## src/rtl/rtg_pkg.sv

```systemverilog
package rtg_pkg;
   // polarity control bit positions inside pol_ctl
   localparam int POL_HS  = 3;
   localparam int POL_VS  = 2;
   localparam int POL_DE  = 1;
   localparam int POL_CLK = 0;
   localparam int N_AXES  = 2;

   typedef enum logic {AX_H = 1'b0, AX_V = 1'b1} axis_e;

   // apply polarity: active-high when hi is set, else active-low
   function automatic logic pol_apply(input logic active, input logic hi);
      return hi ? active : ~active;
   endfunction
endpackage

```

## src/rtl/rtg_axis_ctr.sv

```systemverilog
module rtg_axis_ctr #(
   parameter int CNT_W = 12
) (
   input  logic             clk,
   input  logic             rst_n,
   input  logic             en,
   input  logic             step,
   input  logic [CNT_W-1:0] tot_lim,
   output logic [CNT_W-1:0] cnt,
   output logic             wrap
);
   logic [CNT_W-1:0] cnt_q;

   assign wrap = en && step && (cnt_q >= tot_lim);
   assign cnt  = cnt_q;

   always_ff @(posedge clk or negedge rst_n) begin
      if (!rst_n)      cnt_q <= '0;
      else if (!en)    cnt_q <= '0;
      else if (wrap)   cnt_q <= '0;
      else if (step)   cnt_q <= cnt_q + 1'b1;
   end

   AST_WRAP_TO_ZERO: assert property (@(posedge clk) disable iff (!rst_n)
      (en && step && cnt_q >= tot_lim) |=> (cnt_q == '0));
   AST_STEP_ONE: assert property (@(posedge clk) disable iff (!rst_n)
      (en && step && cnt_q < tot_lim) |=> (cnt_q == $past(cnt_q) + 1'b1));
   AST_PARK_OFF: assert property (@(posedge clk) disable iff (!rst_n)
      !en |=> (cnt_q == '0));
endmodule

```

## src/rtl/rtg_axis_decode.sv

```systemverilog
module rtg_axis_decode #(
   parameter int CNT_W = 12
) (
   input  logic [CNT_W-1:0] cnt,
   input  logic [CNT_W-1:0] sync_lim,
   input  logic [CNT_W-1:0] bp_lim,
   input  logic [CNT_W-1:0] act_lim,
   output logic             in_sync,
   output logic             in_act,
   output logic [CNT_W-1:0] act_pos
);
   always_comb begin
      in_sync = (cnt <= sync_lim);
      in_act  = (cnt > bp_lim) && (cnt <= act_lim);
      act_pos = in_act ? (cnt - bp_lim - 1'b1) : '0;
   end
endmodule

```

## src/rtl/rtg_line_event.sv

```systemverilog
module rtg_line_event #(
   parameter int CNT_W = 12
) (
   input  logic             clk,
   input  logic             rst_n,
   input  logic             en,
   input  logic [CNT_W-1:0] h_cnt,
   input  logic [CNT_W-1:0] v_cnt,
   input  logic [CNT_W-1:0] cmp,
   input  logic [CNT_W-1:0] h_tot,
   output logic             pulse
);
   assign pulse = en && (h_cnt == '0) && (v_cnt == cmp);

   AST_IRQ_SINGLE: assert property (@(posedge clk) disable iff (!rst_n)
      (pulse && h_tot != '0) |=> !pulse);
   AST_IRQ_GATED: assert property (@(posedge clk) disable iff (!rst_n)
      !en |-> !pulse);
endmodule

```

## src/rtl/raster_timing_gen.sv

```systemverilog
module raster_timing_gen #(
   parameter int CNT_W = 12
) (
   input  logic             clk,
   input  logic             rst_n,
   input  logic             enable,
   input  logic [3:0]       pol_ctl,
   input  logic [CNT_W-1:0] h_sync_lim,
   input  logic [CNT_W-1:0] h_bp_lim,
   input  logic [CNT_W-1:0] h_act_lim,
   input  logic [CNT_W-1:0] h_tot_lim,
   input  logic [CNT_W-1:0] v_sync_lim,
   input  logic [CNT_W-1:0] v_bp_lim,
   input  logic [CNT_W-1:0] v_act_lim,
   input  logic [CNT_W-1:0] v_tot_lim,
   input  logic [CNT_W-1:0] line_cmp,
   output logic             hsync,
   output logic             vsync,
   output logic             de,
   output logic             pclk_inv,
   output logic [CNT_W-1:0] h_pos,
   output logic [CNT_W-1:0] line_no,
   output logic [CNT_W-1:0] act_x,
   output logic [CNT_W-1:0] act_y,
   output logic             line_irq
);
   import rtg_pkg::*;

   if (CNT_W < 2 || CNT_W > 16) begin : g_bad_width
      $error("raster_timing_gen: CNT_W must lie in 2..16");
   end

   logic [CNT_W-1:0] sync_a [N_AXES];
   logic [CNT_W-1:0] bp_a   [N_AXES];
   logic [CNT_W-1:0] act_a  [N_AXES];
   logic [CNT_W-1:0] tot_a  [N_AXES];
   logic [CNT_W-1:0] cnt_a  [N_AXES];
   logic [CNT_W-1:0] pos_a  [N_AXES];
   logic             step_a [N_AXES];
   logic             wrap_a [N_AXES];
   logic             sync_on[N_AXES];
   logic             act_on [N_AXES];

   assign sync_a[AX_H] = h_sync_lim;  assign sync_a[AX_V] = v_sync_lim;
   assign bp_a[AX_H]   = h_bp_lim;    assign bp_a[AX_V]   = v_bp_lim;
   assign act_a[AX_H]  = h_act_lim;   assign act_a[AX_V]  = v_act_lim;
   assign tot_a[AX_H]  = h_tot_lim;   assign tot_a[AX_V]  = v_tot_lim;
   assign step_a[AX_H] = 1'b1;
   assign step_a[AX_V] = wrap_a[AX_H];

   for (genvar ax = 0; ax < N_AXES; ax++) begin : g_axis
      rtg_axis_ctr #(.CNT_W(CNT_W)) u_ctr (
         .clk(clk), .rst_n(rst_n), .en(enable), .step(step_a[ax]),
         .tot_lim(tot_a[ax]), .cnt(cnt_a[ax]), .wrap(wrap_a[ax])
      );
      rtg_axis_decode #(.CNT_W(CNT_W)) u_dec (
         .cnt(cnt_a[ax]), .sync_lim(sync_a[ax]), .bp_lim(bp_a[ax]),
         .act_lim(act_a[ax]), .in_sync(sync_on[ax]), .in_act(act_on[ax]),
         .act_pos(pos_a[ax])
      );
   end

   rtg_line_event #(.CNT_W(CNT_W)) u_line (
      .clk(clk), .rst_n(rst_n), .en(enable), .h_cnt(cnt_a[AX_H]),
      .v_cnt(cnt_a[AX_V]), .cmp(line_cmp), .h_tot(h_tot_lim), .pulse(line_irq)
   );

   always_comb begin
      hsync    = pol_apply(enable && sync_on[AX_H], pol_ctl[POL_HS]);
      vsync    = pol_apply(enable && sync_on[AX_V], pol_ctl[POL_VS]);
      de       = pol_apply(enable && act_on[AX_H] && act_on[AX_V], pol_ctl[POL_DE]);
      pclk_inv = pol_ctl[POL_CLK];
      h_pos    = cnt_a[AX_H];
      line_no  = cnt_a[AX_V];
      act_x    = pos_a[AX_H];
      act_y    = pos_a[AX_V];
   end

   AST_LINE_HOLD: assert property (@(posedge clk) disable iff (!rst_n)
      (enable && !(h_pos >= h_tot_lim)) |=> (line_no == $past(line_no)));
   AST_LINE_STEP: assert property (@(posedge clk) disable iff (!rst_n)
      (enable && h_pos >= h_tot_lim && line_no < v_tot_lim) |=> (line_no == $past(line_no) + 1'b1));
   AST_OFF_IDLE: assert property (@(posedge clk) disable iff (!rst_n)
      !enable |-> (hsync == ~pol_ctl[POL_HS] && vsync == ~pol_ctl[POL_VS] && de == ~pol_ctl[POL_DE]));
endmodule

```

## config.mk

```make
export PLATFORM = sky130hd
export DESIGN_NAME = raster_timing_gen
export DESIGN_NICKNAME = d
export VERILOG_FILES = /design/src/rtl/rtg_pkg.sv /design/src/rtl/rtg_axis_ctr.sv /design/src/rtl/rtg_axis_decode.sv /design/src/rtl/rtg_line_event.sv /design/src/rtl/raster_timing_gen.sv
export SDC_FILE = /design/constraint.sdc
export NUM_CORES = 1
export LEC_CHECK = 0
export BUFFER_PORTS_ARGS = -buffer_cell sky130_fd_sc_hd__buf_2
export CAP_MARGIN = 15
export CORE_MARGIN = 8
export CORE_UTILIZATION = 45
export CTS_BUF_LIST = sky130_fd_sc_hd__clkbuf_4
export DETAILED_ROUTE_END_ITERATION = 10
export PLACE_DENSITY = 0.75
export SLEW_MARGIN = 20
export SYNTH_ARGS = -nofsm -noshare
export SYNTH_HDL_FRONTEND = slang
export SYNTH_SLANG_ARGS = --single-unit
export TNS_END_PERCENT = 100
```

## constraint.sdc

```tcl
create_clock -name clk -period 2.35 [get_ports clk]
set_input_delay 0.235 -clock clk [delete_from_list [all_inputs] [get_ports clk]]
set_output_delay 0.235 -clock clk [all_outputs]
set_load 0.01 [all_outputs]
```

Yosys cells after proc, flatten, opt, wreduce, memory -nomap -nowiden:

Cells that the tools add are included.

* flip-flop bits (word level): 24
* output and inout bits: 53
* word-level logic and storage cells: 43
* input port bits: 115

* $add $sub $neg: 6
* equal/unequal tests: 2
* $lt $le $gt $ge: 8
* bitwise operators: 3
* multiplexer cells: 10
* reduce and logical (&&, ||, !) cells: 12

Operators by type and width (count)
* $mux 12: 7
* $le 12x12->1: 4
* $add 12x1->12 const B: 2
* $ge 12x12->1: 2
* $gt 12x12->1: 2
* $sub 12x1->12 const B: 2
* $sub 12x12->12: 2
* $eq 12x12->1: 1
* $logic_not 12->1: 1
* $logic_and 1x1->1: 11
* $mux 1: 3
* $ne 3x1->1 const B: 1
* $not 1->1: 3

Logic depth before layout (Yosys ltp):

* depth after elaboration: 6
* depth in mapped cells: 11
* depth with buffers taken out: 10

By module:

From an unflattened synthesis, not the netlist that was laid out.

* cells, all modules: 645
* area total of the unflattened synthesis: 4864.7 sq um

Modules (own cells, without submodules)
* rtg_axis_decode: cells an instance 196, times used 2, area an instance 1358.8 sq um, sequential area each 0.0 sq um
* rtg_axis_ctr: cells an instance 112, times used 2, area an instance 962.2 sq um, sequential area each 300.3 sq um
* rtg_line_event: cells an instance 21, times used 1, area an instance 172.7 sq um, sequential area each 0.0 sq um
* raster_timing_gen: cells an instance 8, times used 1, area an instance 50.0 sq um, sequential area each 0.0 sq um

Worst setup path before layout:

Ideal clock, no wire load.

* path type: register to output
* start: register g_axis[0].u_ctr.cnt_q[0]
* end: output port act_x[10]
* setup slack: -0.240 ns
* data required time: 2.115 ns
* path buffers: 0
* stages on the path, launching flop included: 9
* arrival time: 2.355 ns
* cell sequence: dfrtp_1 > ha_1 > fa_1 > a21o_1 > a21o_1 > a2111o_1 > a41oi_2 > xnor2_1 > and2_1

* cells in the longest elaborated chain, start to end: 3
* elaborated cells on any way between the ends: 6
* those cells by class: 2 x add/sub; 2 x order compare; 1 x mux; 1 x reduce/logical

RTL lines
* start: declaration: line rtg_axis_ctr.sv:12 `logic [CNT_W-1:0] cnt_q;`
* start signal: assignment: line rtg_axis_ctr.sv:21 `else if (step) cnt_q <= cnt_q + 1'b1;`
* $sub 12x12->12, or another cell as far along: line rtg_axis_decode.sv:15 `act_pos = in_act ? (cnt - bp_lim - 1'b1) : '0;`
* $sub 12x1->12 or $logic_and 1x1->1 (tied branches): line rtg_axis_decode.sv:15, rtg_axis_decode.sv:14
* $mux 12 (*): line rtg_axis_decode.sv:15
* end: declaration: line raster_timing_gen.sv:23 `output logic [CNT_W-1:0] act_x,`

Mark *: on every way between the ends. The rest lies on a longest branch, timed or not.

Worst setup path after layout:

* start: register g_axis[0].u_ctr.cnt_q[0]
* end: output port act_x[8]

Same word-level chain as after synthesis.

==> results.toml <==
[synth]
synth-edff-count = 0
syn-cell-area_um2 = 4570
synth_top_family_by_area = "adder cells"
synth-compound-area-share_pct = 20.2
synth.most_common_cell = "inv_1"
seq_area_frac_synth_pct = 13.1
ys_ff_latch = 24
synthMuxAreaShare_pct = 0.656
async_reset_ff_share_pct = 100
netlist_instances = 596
synthTopCellsByArea = "ha_1 (28%), dfrtp_1 (13%), inv_1 (9.3%)"
ys_types = 52
yosys_warnings = 0
synth_nets = 814
synthFlopType = "dfrtp_1"
synth-adder-area-share_pct = 28.5
yosys-top-cells-count = "inv_1 (113), ha_1 (101), a21oi_1 (38)"
synth_area_leader_cell = "ha_1"
yosysTopAreaCellShare_pct = 27.6
synthSimpleGateAreaFrac_pct = 18.7
avgSynthCellArea_um2 = 7.68
synth_xor_area_share_pct = 8.04

[routing]
wire_per_inst_um = 17.2
drt_first_pass_iters = 6
ant_nets = 0
vias_per_cell = 5.37
drc_errors = 0
dr_total_vias = 5422
drt-initial-drc-count = 403
drt_wl_total_um = 17400

[finish]
largest_reg_flops = 24
top_regs = "g_axis.u_ctr.cnt x24"
largest-register = "g_axis.u_ctr.cnt"
layout.cells.non_filler = 1010
multi_input_area_um2 = 4040
fill_cells = 790
area_growth_pct = 55.3
layout-drive-gt1-share_pct = 43.1
final_core_util_pct = 70.4
antenna_cells = 0
nNetsFinal = 1093
register_area_um2 = 609

[floorplanning]
die_area_um2 = 13600
die_w_um = 117
start_util_pct = 45.3
rows = 37
core_area_um2 = 10100
ios = 168
die-height_um = 117

[flow_run]
maxCapViolations = 0

[power_and_ir_drop]
p_per_area_nw_per_um2 = 171
p_total_w = 0.00122
peakVddDrop_mv = 0.178
p_leak_nw = 4.07

[global_route]
grtUsageTotal_pct = 24.6
grt_max_degree = 25
grt_pass1_vias = 5877
antenna_found_initial = 0
grt_pass1_wl_um = 27000
grt_overflow_total = 0

[placement]
placement.io_buffers = 165
gp_congestion = 0.948
place_inst = 981
pre_cts_slack_ns = -0.268
detailed_place_hpwl_um = 13400

[timing]
fmax_mhz = 345
finalCritPeriodShare_pct = 123
finalClockSkew_ns = 0.0235
rsz0062_at_grt = "yes"
max_slew.worst_pin.slew_ns = 0.607
max_slew_margin_pct = 59.6
setup_viol = 51
fin_ws_ns = -0.551
tns_ns = -12.66
finalMaxSlewViolations = 0
hold_violations = 0
period_needed_ns = 2.90

[setup_path]
cp_data_arrival_time_ns = 2.67
worst-setup-path-type = "flop to output pin"
reg2reg_slack_ns = -0.16
start_kind = "flop"
required_ns = 2.12
end_kind = "output pin"
path_max_fanout = 4

[cts]
cts_max_level = 1
cts.clk_slew.worst_paths_ns = 0.16
cts_tree = "yes"
cts_root_buffer = "clkbuf_4"
cts_buffers = 3
clk_latency_ns = 0.33
clockBufferDepth = 2
clock-sinks = 24

[worst_hold_path]
min_path_type = "input pin to asynchronous set/reset pin"

[status]
violations = "negative setup slack"
run_status = "finished with violations"
worst paths after layout:
check,startpoint,end,depth (start not counted)
min in group clk,pol_ctl[0],pclk_inv,0
setup / recovery,g_axis[0].u_ctr.cnt[0],act_x[8],9
max in group asynchronous,rst_n,g_axis[1].u_ctr.cnt[6],2
hold / removal,rst_n,g_axis[1].u_ctr.cnt[7],2
hold reg to reg,g_axis[0].u_ctr.cnt[0],g_axis[0].u_ctr.cnt[0],2
setup reg to reg,g_axis[1].u_ctr.cnt[5],g_axis[1].u_ctr.cnt[11],12
cell families (layout without fill, tap and decap cells):
kind of cell | count (synthesis) | count (layout)
adder cells (fa/ha/maj) | 103 | 103
flip-flops | 24 | 24
XOR/XNOR | 42 | 42
multiplexers | 3 | 3
AO/OA/AOI/OAI | 138 | 138
buffers and inverters | 124 | 402
AND/OR/NAND/NOR | 162 | 162
worst max-delay path: stages, from the launching register on:
cell and delay, ns:
dfrtp_2 0.47, ha_4 0.17, fa_2 0.34, a21o_1 0.16, a21o_1 0.19, a2111o_1 0.41
buf_4 0.16, a21oi_1 0.10, and3b_1 0.19, buf_2 0.14
where the power goes:
group	switching, W	internal, W	leakage, nW	total, W
Combinational	0.000291	0.000302	3.73	0.000593
Clock	0.000135	0.0000622	0.0154	0.000197
Sequential	0.00000802	0.000418	0.322	0.000426
cell type report:
class,instances,area share (%)
well taps,136,2.40
clock buffers,3,0.317
multi-input cells,448,56.8
flip-flops and latches,24,8.58
inverters,113,5.97
clock inverters,1,0.0528
repair buffers,285,25.9
placed cells by master (no fill, tap or decap), drive strengths merged, types with 4 or more instances in the layout:
cell,instances
buf,284
inv,113
ha,101
a21oi,39
nor2,35
a21o,29
nand3,26
dfrtp,24
nand4,23
xor2,22
nand2,20
xnor2,20
o21ai,19
and2,11
nor2b,11
a31oi,10
nor3,9
and3,9
a211oi,9
o211ai,6
nand2b,6
a2111oi,5
o21a,4
nor4,4
per-layer routing:
layer	share of wire (%)	track usage [%]	vias to the layer above
li1	-	-	2640
met1	39	28.0	2503
met2	50	45.5	233
met3	7.4	4.26	46
met4	3.1	7.85	0
met5	0	0	-
timing repair:
action / in CTS / in global routing
hold endpoints to repair: 24 / 0
setup endpoints to repair: 51 / 51
pin swaps: 42 / 25
setup buffers: 15 / 8
gates resized for setup: 86 / 47
hold buffers: 1 / 0
cloned: 4 / 0
metrics by stage:
step | cell area [um2] | hold slack, ns
floorplan | 4590 | -0.0606
global placement | 6240 | 0.267
global route | 7100 | 0.453
finish | 7100 | 0.429
detailed placement | 6240 | 0.272
CTS | 6820 | 0.437
No activity file was read; power rests on OpenSTA's default activity.
